$ cat src/rtl/pvd_pkg.sv
package pvd_pkg;
  localparam int INSN_W      = 48;
  localparam int BASE_W      = 32;
  localparam int CLASS_W     = 4;
  localparam int FIELD_W     = 6;
  localparam int REGNUM_W    = 7;
  localparam int NUM_OPS     = 4;
  localparam int SVL_W       = 3;
  localparam int ITYPE_W     = 2;
  localparam int PCODE_W     = 3;
  localparam int PREG_W      = 5;
  localparam int LSK_W       = 3;
  localparam int TBITS_W     = 7;
  localparam int PFX_LO      = 6;
  localparam int PFX_HI      = 17;
  localparam int PFX_W       = PFX_HI - PFX_LO + 1;
  localparam int MARK_W      = 6;
  localparam logic [MARK_W-1:0] PFX_MARK = 6'b011111;
  localparam int NUM_CLASSES = 8;

  localparam int OP_RD  = 0;
  localparam int OP_RS1 = 1;
  localparam int OP_RS2 = 2;
  localparam int OP_RS3 = 3;

  localparam logic [PREG_W-1:0] PREG_BASE = 5'd8;
  localparam logic [PREG_W-1:0] PREG_SRC  = 5'd9;
  localparam logic [PREG_W-1:0] PREG_DST  = 5'd10;

  typedef enum logic [CLASS_W-1:0] {
    CL_LOAD  = 4'd0,
    CL_STORE = 4'd1,
    CL_INT_R = 4'd2,
    CL_INT_I = 4'd3,
    CL_INT_U = 4'd4,
    CL_FP_R  = 4'd5,
    CL_FP_I  = 4'd6,
    CL_FP_R4 = 4'd7
  } class_e;

  typedef enum logic [1:0] {
    TF_NONE = 2'd0,
    TF_TWIN = 2'd1,
    TF_INT6 = 2'd2,
    TF_FP5  = 2'd3
  } tfield_e;

  // Static shape of one class: operands used, flag slots, reserved bits.
  typedef struct packed {
    logic                 known;
    logic [NUM_OPS-1:0]   used;
    logic [NUM_OPS-1:0]   has_flag;
    logic [PFX_W-1:0]     rsv_mask;
    tfield_e              tf;
  } shape_t;

  function automatic shape_t shape_of(input logic [CLASS_W-1:0] cls);
    shape_t s;
    s = '0;
    s.tf = TF_NONE;
    case (cls)
      CL_LOAD:  begin s.known = 1'b1; s.used = 4'b0011; s.tf = TF_TWIN; end
      CL_STORE: begin s.known = 1'b1; s.used = 4'b0110; s.tf = TF_TWIN; end
      CL_INT_R: begin
        s.known = 1'b1; s.used = 4'b0111; s.has_flag = 4'b0110;
        s.rsv_mask = 12'h001; s.tf = TF_INT6;
      end
      CL_INT_I, CL_FP_I: begin
        s.known = 1'b1; s.used = 4'b0011; s.has_flag = 4'b0011;
        s.rsv_mask = 12'h001; s.tf = TF_TWIN;
      end
      CL_INT_U: begin
        s.known = 1'b1; s.used = 4'b0001; s.has_flag = 4'b0001;
        s.rsv_mask = 12'h681; s.tf = TF_INT6;
      end
      CL_FP_R: begin
        s.known = 1'b1; s.used = 4'b0111; s.has_flag = 4'b0110;
        s.rsv_mask = 12'h041; s.tf = TF_FP5;
      end
      CL_FP_R4: begin
        s.known = 1'b1; s.used = 4'b1111; s.has_flag = 4'b1100;
        s.rsv_mask = 12'h001; s.tf = TF_FP5;
      end
      default: s = '0;
    endcase
    return s;
  endfunction
endpackage

$ cat src/rtl/pvd_layout.sv
module pvd_layout
  import pvd_pkg::*;
(
  input  logic [INSN_W-1:0]                insn,
  input  logic [CLASS_W-1:0]               cls,
  output logic [NUM_OPS-1:0][FIELD_W-1:0]  fields,
  output logic [NUM_OPS-1:0]               used,
  output logic [NUM_OPS-1:0]               vec,
  output tfield_e                          tf_kind,
  output logic [TBITS_W-1:0]               tbits,
  output logic [LSK_W-1:0]                 lsk,
  output logic                             known,
  output logic                             rsv_hit
);
  // Offset between base instruction bit positions and word bit positions.
  localparam int SH = INSN_W - BASE_W;

  shape_t              shp;
  logic [NUM_OPS-1:0]  raw_flag;
  logic                flag_or;
  logic [PFX_W-1:0]    pfx;

  assign shp     = shape_of(cls);
  assign pfx     = insn[PFX_HI:PFX_LO];
  assign known   = shp.known;
  assign used    = shp.used;
  assign tf_kind = shp.tf;
  assign rsv_hit = |(pfx & shp.rsv_mask);

  assign fields[OP_RD]  = {insn[17], insn[11+SH:7+SH]};
  assign fields[OP_RS1] = {insn[16], insn[19+SH:15+SH]};
  assign fields[OP_RS2] = {insn[15], insn[24+SH:20+SH]};
  assign fields[OP_RS3] = {insn[13], insn[31+SH:27+SH]};

  always_comb begin
    raw_flag = '0;
    case (cls)
      CL_INT_R, CL_FP_R: begin
        raw_flag[OP_RS2] = insn[14];
        raw_flag[OP_RS1] = insn[13];
      end
      CL_INT_I, CL_FP_I: begin
        raw_flag[OP_RD]  = insn[14];
        raw_flag[OP_RS1] = insn[13];
      end
      CL_INT_U: raw_flag[OP_RD] = insn[14];
      CL_FP_R4: begin
        raw_flag[OP_RS2] = insn[14];
        raw_flag[OP_RS3] = insn[12];
      end
      default: raw_flag = '0;
    endcase
  end

  assign flag_or = |(raw_flag & shp.has_flag);

  for (genvar g = 0; g < NUM_OPS; g++) begin : g_flag
    assign vec[g] = shp.used[g] & (shp.has_flag[g] ? raw_flag[g] : flag_or);
  end

  always_comb begin
    tbits = '0;
    case (cls)
      CL_LOAD, CL_STORE: tbits = {insn[6],  insn[12:7]};
      CL_INT_I, CL_FP_I: tbits = {insn[15], insn[12:7]};
      CL_INT_R, CL_INT_U: tbits = {1'b0,    insn[12:7]};
      CL_FP_R, CL_FP_R4:  tbits = {2'b00,   insn[11:7]};
      default:            tbits = '0;
    endcase
  end

  always_comb begin
    case (cls)
      CL_LOAD:  lsk = insn[15:13];
      CL_STORE: lsk = {insn[17], insn[14:13]};
      default:  lsk = '0;
    endcase
  end
endmodule

$ cat src/rtl/pvd_operand.sv
module pvd_operand
  import pvd_pkg::*;
(
  input  logic [FIELD_W-1:0]  field,
  input  logic                used,
  input  logic                vec,
  output logic [REGNUM_W-1:0] num
);
  logic [REGNUM_W-1:0] scalar_num;
  logic [REGNUM_W-1:0] vector_num;

  assign scalar_num = {{(REGNUM_W-FIELD_W){1'b0}}, field};
  assign vector_num = {field[0], field[FIELD_W-1:1], 1'b0};
  assign num = !used ? '0 : (vec ? vector_num : scalar_num);
endmodule

$ cat src/rtl/pvd_typefield.sv
module pvd_typefield
  import pvd_pkg::*;
(
  input  tfield_e              kind,
  input  logic [TBITS_W-1:0]   tbits,
  output logic [SVL_W-1:0]     svlen,
  output logic [ITYPE_W-1:0]   itype,
  output logic                 twin,
  output logic                 pred_en,
  output logic [PREG_W-1:0]    pred_reg,
  output logic                 pred_on1,
  output logic                 dst_en,
  output logic [PREG_W-1:0]    dst_reg,
  output logic                 dst_on1,
  output logic                 rsv
);
  logic [PCODE_W-1:0] code;
  logic               single;

  assign svlen = (tbits[1:0] == 2'b00) ? SVL_W'(4) : {1'b0, tbits[1:0]};

  always_comb begin
    itype    = '0;
    twin     = 1'b0;
    single   = 1'b0;
    code     = '0;
    pred_en  = 1'b0;
    pred_reg = '0;
    pred_on1 = 1'b0;
    dst_en   = 1'b0;
    dst_reg  = '0;
    dst_on1  = 1'b0;
    rsv      = 1'b0;
    case (kind)
      TF_TWIN: begin
        itype    = tbits[5:4];
        twin     = 1'b1;
        pred_en  = tbits[2];
        pred_reg = tbits[2] ? PREG_SRC : '0;
        pred_on1 = tbits[2] & ~tbits[6];
        dst_en   = tbits[3];
        dst_reg  = tbits[3] ? PREG_DST : '0;
        dst_on1  = tbits[3] & ~tbits[6];
      end
      TF_INT6: begin
        itype  = tbits[5:4];
        single = 1'b1;
        code   = {1'b0, tbits[3:2]};
      end
      TF_FP5: begin
        single = 1'b1;
        code   = tbits[4:2];
      end
      default: ;
    endcase
    if (single) begin
      if (code == 3'b001) begin
        rsv = 1'b1;
      end else if (code != 3'b000) begin
        pred_en  = 1'b1;
        pred_reg = PREG_BASE + PREG_W'(code[2:1]);
        pred_on1 = code[0];
      end
    end
  end
endmodule

$ cat src/rtl/pvd_decoder.sv
module pvd_decoder
  import pvd_pkg::*;
(
  input  logic                 clk,
  input  logic                 rst,
  input  logic [47:0]          insn_i,
  input  logic [3:0]           class_i,
  output logic [31:0]          base_o,
  output logic [6:0]           rd_o,
  output logic [6:0]           rs1_o,
  output logic [6:0]           rs2_o,
  output logic [6:0]           rs3_o,
  output logic [3:0]           vec_o,
  output logic [2:0]           svlen_o,
  output logic [1:0]           itype_o,
  output logic                 twin_o,
  output logic                 pred_en_o,
  output logic [4:0]           pred_reg_o,
  output logic                 pred_on1_o,
  output logic                 dst_en_o,
  output logic [4:0]           dst_reg_o,
  output logic                 dst_on1_o,
  output logic [2:0]           lsk_o,
  output logic                 illegal_o
);
  logic [NUM_OPS-1:0][FIELD_W-1:0]  fields;
  logic [NUM_OPS-1:0]               used;
  logic [NUM_OPS-1:0]               vec;
  logic [NUM_OPS-1:0][REGNUM_W-1:0] nums;
  tfield_e                          tf_kind;
  logic [TBITS_W-1:0]               tbits;
  logic [LSK_W-1:0]                 lsk;
  logic                             known;
  logic                             rsv_hit;

  logic [SVL_W-1:0]   svlen_c;
  logic [ITYPE_W-1:0] itype_c;
  logic               twin_c, pen_c, pon_c, den_c, don_c, tf_rsv;
  logic [PREG_W-1:0]  preg_c, dreg_c;
  logic               illegal_c;
  logic [BASE_W-1:0]  base_c;

  pvd_layout u_layout (
    .insn    (insn_i),
    .cls     (class_i),
    .fields  (fields),
    .used    (used),
    .vec     (vec),
    .tf_kind (tf_kind),
    .tbits   (tbits),
    .lsk     (lsk),
    .known   (known),
    .rsv_hit (rsv_hit)
  );

  for (genvar g = 0; g < NUM_OPS; g++) begin : g_op
    pvd_operand u_op (
      .field (fields[g]),
      .used  (used[g]),
      .vec   (vec[g]),
      .num   (nums[g])
    );
  end

  pvd_typefield u_tf (
    .kind     (tf_kind),
    .tbits    (tbits),
    .svlen    (svlen_c),
    .itype    (itype_c),
    .twin     (twin_c),
    .pred_en  (pen_c),
    .pred_reg (preg_c),
    .pred_on1 (pon_c),
    .dst_en   (den_c),
    .dst_reg  (dreg_c),
    .dst_on1  (don_c),
    .rsv      (tf_rsv)
  );

  assign base_c    = {insn_i[INSN_W-1:INSN_W-BASE_W+2], 2'b11};
  assign illegal_c = (insn_i[MARK_W-1:0] != PFX_MARK) | ~known | rsv_hit | tf_rsv;

  always_ff @(posedge clk) begin
    if (rst) begin
      base_o     <= '0;
      rd_o       <= '0;
      rs1_o      <= '0;
      rs2_o      <= '0;
      rs3_o      <= '0;
      vec_o      <= '0;
      svlen_o    <= '0;
      itype_o    <= '0;
      twin_o     <= 1'b0;
      pred_en_o  <= 1'b0;
      pred_reg_o <= '0;
      pred_on1_o <= 1'b0;
      dst_en_o   <= 1'b0;
      dst_reg_o  <= '0;
      dst_on1_o  <= 1'b0;
      lsk_o      <= '0;
      illegal_o  <= 1'b0;
    end else begin
      base_o     <= base_c;
      rd_o       <= nums[OP_RD];
      rs1_o      <= nums[OP_RS1];
      rs2_o      <= nums[OP_RS2];
      rs3_o      <= nums[OP_RS3];
      vec_o      <= vec;
      svlen_o    <= svlen_c;
      itype_o    <= itype_c;
      twin_o     <= twin_c;
      pred_en_o  <= pen_c;
      pred_reg_o <= preg_c;
      pred_on1_o <= pon_c;
      dst_en_o   <= den_c;
      dst_reg_o  <= dreg_c;
      dst_on1_o  <= don_c;
      lsk_o      <= lsk;
      illegal_o  <= illegal_c;
    end
  end
endmodule

$ cat config.mk
export PLATFORM = sky130hd
export DESIGN_NAME = pvd_decoder
export DESIGN_NICKNAME = d
export VERILOG_FILES = /design/src/rtl/pvd_pkg.sv /design/src/rtl/pvd_layout.sv /design/src/rtl/pvd_operand.sv /design/src/rtl/pvd_typefield.sv /design/src/rtl/pvd_decoder.sv
export SDC_FILE = /design/constraint.sdc
export NUM_CORES = 1
export LEC_CHECK = 0
export BUFFER_PORTS_ARGS = -buffer_cell sky130_fd_sc_hd__buf_2
export CORE_MARGIN = 2
export CORE_UTILIZATION = 44
export DETAILED_ROUTE_END_ITERATION = 8
export GPL_ROUTABILITY_DRIVEN = 0
export PLACE_DENSITY = 0.78
export SLEW_MARGIN = 25
export SYNTH_ARGS = -nofsm -noshare
export SYNTH_HDL_FRONTEND = slang
export SYNTH_SLANG_ARGS = --single-unit
export TNS_END_PERCENT = 5
$ cat constraint.sdc
create_clock -name clk -period 2.6 [get_ports clk]
set_input_delay 0.52 -clock clk [delete_from_list [all_inputs] [get_ports clk]]
set_output_delay 0.52 -clock clk [all_outputs]
set_load 0.005 [all_outputs]
Word level (Yosys, flattened, before mapping)
Index checks and enable logic that the tools add are counted.
{ "word_totals": {"register_bits": 88, "inputBits": 54, "output_inout_bits": 88, "elab_cells": 129} }
{ "classes": {"add_sub_neg": 1, "eq_ne": 12, "mux": 34, "bitwise_logic": 23, "n_reduce_logical": 32} }
{ "op_table": {"columns": ["operator", "count"], "rows": [
  ["case mux 16 bit (5 select lines)", 1],
  ["OR reduction 3 bit", 11],
  ["case mux 7 bit (4 select lines)", 1],
  ["OR reduction 2 bit", 14],
  ["case mux 5 bit (5 select lines)", 1],
  ["2-to-1 mux 1 bit", 20],
  ["2-to-1 mux 5 bit", 4],
  ["== test 4 x 3 -> 1 bit, second input constant", 4],
  ["bitwise AND 12 bit", 1],
  ["inverter 1 bit", 12],
  ["case mux 3 bit (2 select lines)", 2],
  ["OR reduction 12 bit", 1],
  ["OR reduction 4 bit", 3],
  ["== test 4 x 2 -> 1 bit, second input constant", 2],
  ["2-to-1 mux 4 bit", 2],
  ["bitwise AND 1 bit", 6],
  ["inequality test 6 x 5 -> 1 bit, second input constant", 1],
  ["case mux 2 bit (3 select lines)", 1],
  ["adder 4 x 2 -> 5 bit, first input constant", 1],
  ["bitwise AND 4 bit", 1],
  ["== test 2 bit, second input constant", 2],
  ["== test 4 x 1 -> 1 bit, second input constant", 1],
  ["zero test 4 bit", 1],
  ["== test 3 x 1 -> 1 bit, second input constant", 1],
  ["6 further kinds", 8]
]} }

Longest topological paths before layout
{ "logic_depth": {"ltp_word": 9, "ltp_mapped": 10, "depth_no_buf": 9} }

Modules after synthesis
Synthesis repeated with hierarchy kept, for this count alone.
{ "hier_totals": {"hier_cells": 328, "area_unflattened_um2": 3348.2} }
{ "modules_own_cells": {"columns": ["mod", "n_inst", "cells_each", "area_per_inst_um2", "seq_area_each_um2"], "rows": [
  ["pvd_decoder", 1, 186, 2378.5, 1741.7],
  ["pvd_layout", 1, 82, 554.3, 0.0],
  ["pvd_operand", 4, 7, 52.6, 0.0],
  ["pvd_typefield", 1, 32, 205.2, 0.0]
]} }

Worst setup path after synthesis
Ideal clock, no wire load.
{ "synth_timing": {"kind": "input-to-reg", "startpoint": "input class_i[3]", "endpoint": "register pred_on1_o", "setup_ns": 0.117, "t_arrival_ns": 2.108, "t_required_ns": 2.483, "slack_ns": 0.375, "cell_stages": 8, "path_buffers": 2, "path_cell_list": "clkbuf_1 -> buf_1 -> nor2_1 -> ha_1 -> o21ai_0 -> a21boi_0 -> nor2_1 -> a32o_1"} }
{ "synth_via": {"elab_chain_len": 9, "word_cells_on_any_way": 29, "classes_between": "eq/ne: 11; mux: 8; bitwise: 2; reduce/logical: 8"} }
{ "synth_lines": {"columns": ["item", "line_no", "text"], "rows": [
  ["start, declared", "pvd_decoder.sv:7", "input logic [3:0] class_i,"],
  ["== test 4 x 2 -> 1 bit (tied with other cells)", "pvd_pkg.sv:61, pvd_layout.sv:63", null],
  ["OR reduction 4 bit (no line) (tied with other cells)", null, null],
  ["case mux 2 bit (3 select lines) / case mux 7 bit (4 select lines) (equally long branches)", "pvd_pkg.sv:61, pvd_layout.sv:63", null],
  ["== test 2 bit / inverter 1 bit (equally long branches)", "pvd_typefield.sv:34, pvd_typefield.sv:40", null],
  ["case mux 3 bit (2 select lines) / bitwise AND 1 bit (equally long branches)", "pvd_typefield.sv:34, pvd_typefield.sv:40", null],
  ["nonzero test 3 bit / 2-to-1 mux 1 bit (equally long branches)", "pvd_typefield.sv:59, pvd_typefield.sv:34", null],
  ["2-to-1 mux 1 bit", "pvd_typefield.sv:59", "end else if (code != 3'b000) begin"],
  ["2-to-1 mux 1 bit", "pvd_typefield.sv:57", "if (code == 3'b001) begin"],
  ["2-to-1 mux 1 bit *", "pvd_typefield.sv:56", "if (single) begin"],
  ["end signal, assigned", "pvd_decoder.sv:114", "pred_on1_o <= pon_c;"],
  ["end, declared", "pvd_decoder.sv:19", "output logic pred_on1_o,"]
]} }
Mark *: on every way between the ends. The rest lies on a longest branch, timed or not.
A chain may end at the register's enable or synchronous reset.

Final worst setup path
{ "layout_timing": {"startpoint": "input class_i[1]", "endpoint": "register pred_on1_o"} }
Same word-level chain as after synthesis.

==> flow_metrics.env <==
export IMPL_first_global_vias=1980
export IMPL_synth_edf_count=0
export IMPL_finalInstanceArea_mm2=0.00359
export IMPL_max_freq_mhz=435
export IMPL_cpPeakStageDelay_ps=380
export IMPL_die_h_um=81.7
export IMPL_async_flop_share_pct=0
export IMPL_drtIter0Drc=54
export IMPL_final_util_pct=61.0
export IMPL_finalPower_mw=2.48
export IMPL_ys_warn_count=0
export IMPL_fin_ws_ps=299
export IMPL_cp_required_ps=2820
export IMPL_setup_viol=0
export IMPL_finalSetupTns_ps=0
export IMPL_cap_violations=0
export IMPL_post_drt_wl_per_cell_um=12.5
export IMPL_yosysSeqAreaShare_pct=59.5
export IMPL_synth_xor_area_share_pct=0.659
export IMPL_synth_top_cells_by_area="dfxtp_1 (59%), nor2b_1 (11%), nor2_1 (3.0%)"
export IMPL_io_pins=142
export IMPL_leakage_nw=1.83
export IMPL_hold_path_class="input pin to flip-flop"
export IMPL_die_w_um=81.7
export IMPL_drtPass1Iterations=4
export IMPL_n_fill_cell=514
export IMPL_synthMuxAreaShare_pct=0.894
export IMPL_hold_buffers=0
export IMPL_synth_compound_area_share_pct=7.67
export IMPL_cts_resized=0
export IMPL_num_rows=28
export IMPL_synth_distinct_cells=46
export IMPL_synth_cell_area_mm2=0.00266
export IMPL_yosys_top_cells_count="dfxtp_1 (79), nor2b_1 (45), nor2_1 (21)"
export IMPL_outcome="completed"
export IMPL_clockBufferDepth=2
export IMPL_routed_wl_um=5860
export IMPL_ys_ff_latch=79
export IMPL_cts_buffers=9
export IMPL_layout_drive_gt1_share_pct=40.6
export IMPL_crit_path_start_kind="input pin"
export IMPL_cts_tree="built"
export IMPL_vias=2169
export IMPL_crit_arrival_ps=2520
export IMPL_worst_path_buf_inv=2
export IMPL_maxSlewViolCount=0
export IMPL_finalHoldViolations=0
export IMPL_vias_per_cell=4.62
export IMPL_start_util_pct=45.2
export IMPL_peakVddDrop_v=0.000385
export IMPL_hold_ws_ps=401
export IMPL_synth_top_area_share_pct=59.5
export IMPL_worstPathCellList="buf_2, nor2b_4, mux2i_2, inv_1, ha_1, o21ai_0, a21boi_0, nor2_1, a32o_1"
export IMPL_grt_pass1_wl_um=8880
export IMPL_slowest_stage="mux2i_2"
export IMPL_antenna_diode_count=0
export IMPL_final_cells=469
export IMPL_area_delta_synth_final_pct=35.0
export IMPL_clockRootBuffer="clkbuf_8"
export IMPL_synth_top_family_by_area="simple AND/OR/NAND/NOR gates"
export IMPL_clkTransAtPathRegs_ps=70
export IMPL_h_tree_depth=3
export IMPL_synth_most_common_cell="dfxtp_1"
export IMPL_dieArea_mm2=0.00668
export IMPL_period_minus_slack_ps=2300
export IMPL_place_area_mm2=0.00337
export IMPL_grt_ovfl_total=0
export IMPL_critPathKind="input pin to flip-flop"
export IMPL_synthSimpleGateAreaFrac_pct=24.2
export IMPL_antenna_found_initial=0
export IMPL_drc=0
export IMPL_placed_cells=455
export IMPL_synth_adder_area_share_pct=1.41
export IMPL_grtUsageTotal_pct=17.8
export IMPL_cts_setup_buffers=0
export IMPL_ant_nets=0
export IMPL_fin_crit_sh_pct=88.5
export IMPL_ys_flop_type="dfxtp_1"
export IMPL_numClockSinks=79
export IMPL_power_density_mw_per_mm2=692
export IMPL_path_delay_family="compound AO/OA/AOI/OAI gates"
export IMPL_core_mm2=0.00589
export IMPL_syn_inst=254
export IMPL_postSynthAreaPerCell_um2=10.5
export IMPL_place_ws_ps=-7.77
export IMPL_nets=448
export IMPL_critical_path_endpoint_type="flip-flop"
export IMPL_place_hpwl_um=4440
export IMPL_port_buffers=136
export IMPL_critPathMaxFanout=14
export IMPL_grt_start_max_net_pins=24
export IMPL_synth_area_leader_cell="dfxtp_1"
export IMPL_rsz0062_at_grt="false"
layout make-up:
cell class / count / area [µm²] / share of cell area, %
Sequential cell: 79 / 1580 / 44.1
Multi-Input combinational cell: 152 / 946 / 26.4
Timing Repair Buffer: 141 / 718 / 20.0
Clock buffer: 11 / 151 / 4.22
Tap cell: 75 / 93.8 / 2.62
Clock inverter: 3 / 67.6 / 1.88
Inverter: 8 / 30.0 / 0.837
kinds of logic after synthesis:
family,after synthesis
AND/OR/NAND/NOR,110
XOR/XNOR,2
buffers and inverters,27
multiplexers,2
AO/OA/AOI/OAI,30
other,1
flip-flops,79
adder cells (fa/ha/maj),3
path summary, 6_finish.rpt:
path / start / end / slack [ps] / cells after the start
max: class_i[1] / pred_on1_o / 300 / 9
min: insn_i[21] / base_o[5] / 400 / 2
flip-flops by register name, summed over array words and instances, names as in the netlist:
register,cells
pred_reg_o,3
base_o,31
itype_o,2
svlen_o,3
rs1_o,7
rd_o,7
vec_o,4
rs3_o,7
illegal_o,1
dst_reg_o,1
twin_o,1
dst_on1_o,1
pred_on1_o,1
rs2_o,7
lsk_o,3
where the power goes:
| group | internal [mW] | total [mW] | switching [mW] |
|---|---|---|---|
| Clock | 0.583 | 0.982 | 0.399 |
| Combinational | 0.115 | 0.234 | 0.119 |
| Sequential | 1.26 | 1.27 | 0.00997 |
per-layer routing:
| layer | GRT usage [%] | wire [µm] | share of wire (%) | up-vias |
|---|---|---|---|---|
| li1 | - | - | - | 1088 |
| met1 | 20.2 | 2420 | 41 | 993 |
| met2 | 30.7 | 2910 | 50 | 86 |
| met3 | 6.15 | 491 | 8.4 | 2 |
| met4 | 6.67 | 40 | 0.68 | 0 |
| met5 | 0 | 0 | 0 | - |
cells in the final DEF (no fill, tap or decap), drive strengths merged, types with 5 or more instances in the layout:
cell and count:
and2 6, dfxtp 79, nand2 6, buf 141, nor2 21, and3 5
nor2b 46, inv 8, nand2b 6, a21oi 7, clkbuf 11, conb 5
(Power assumes the default switching activity.)
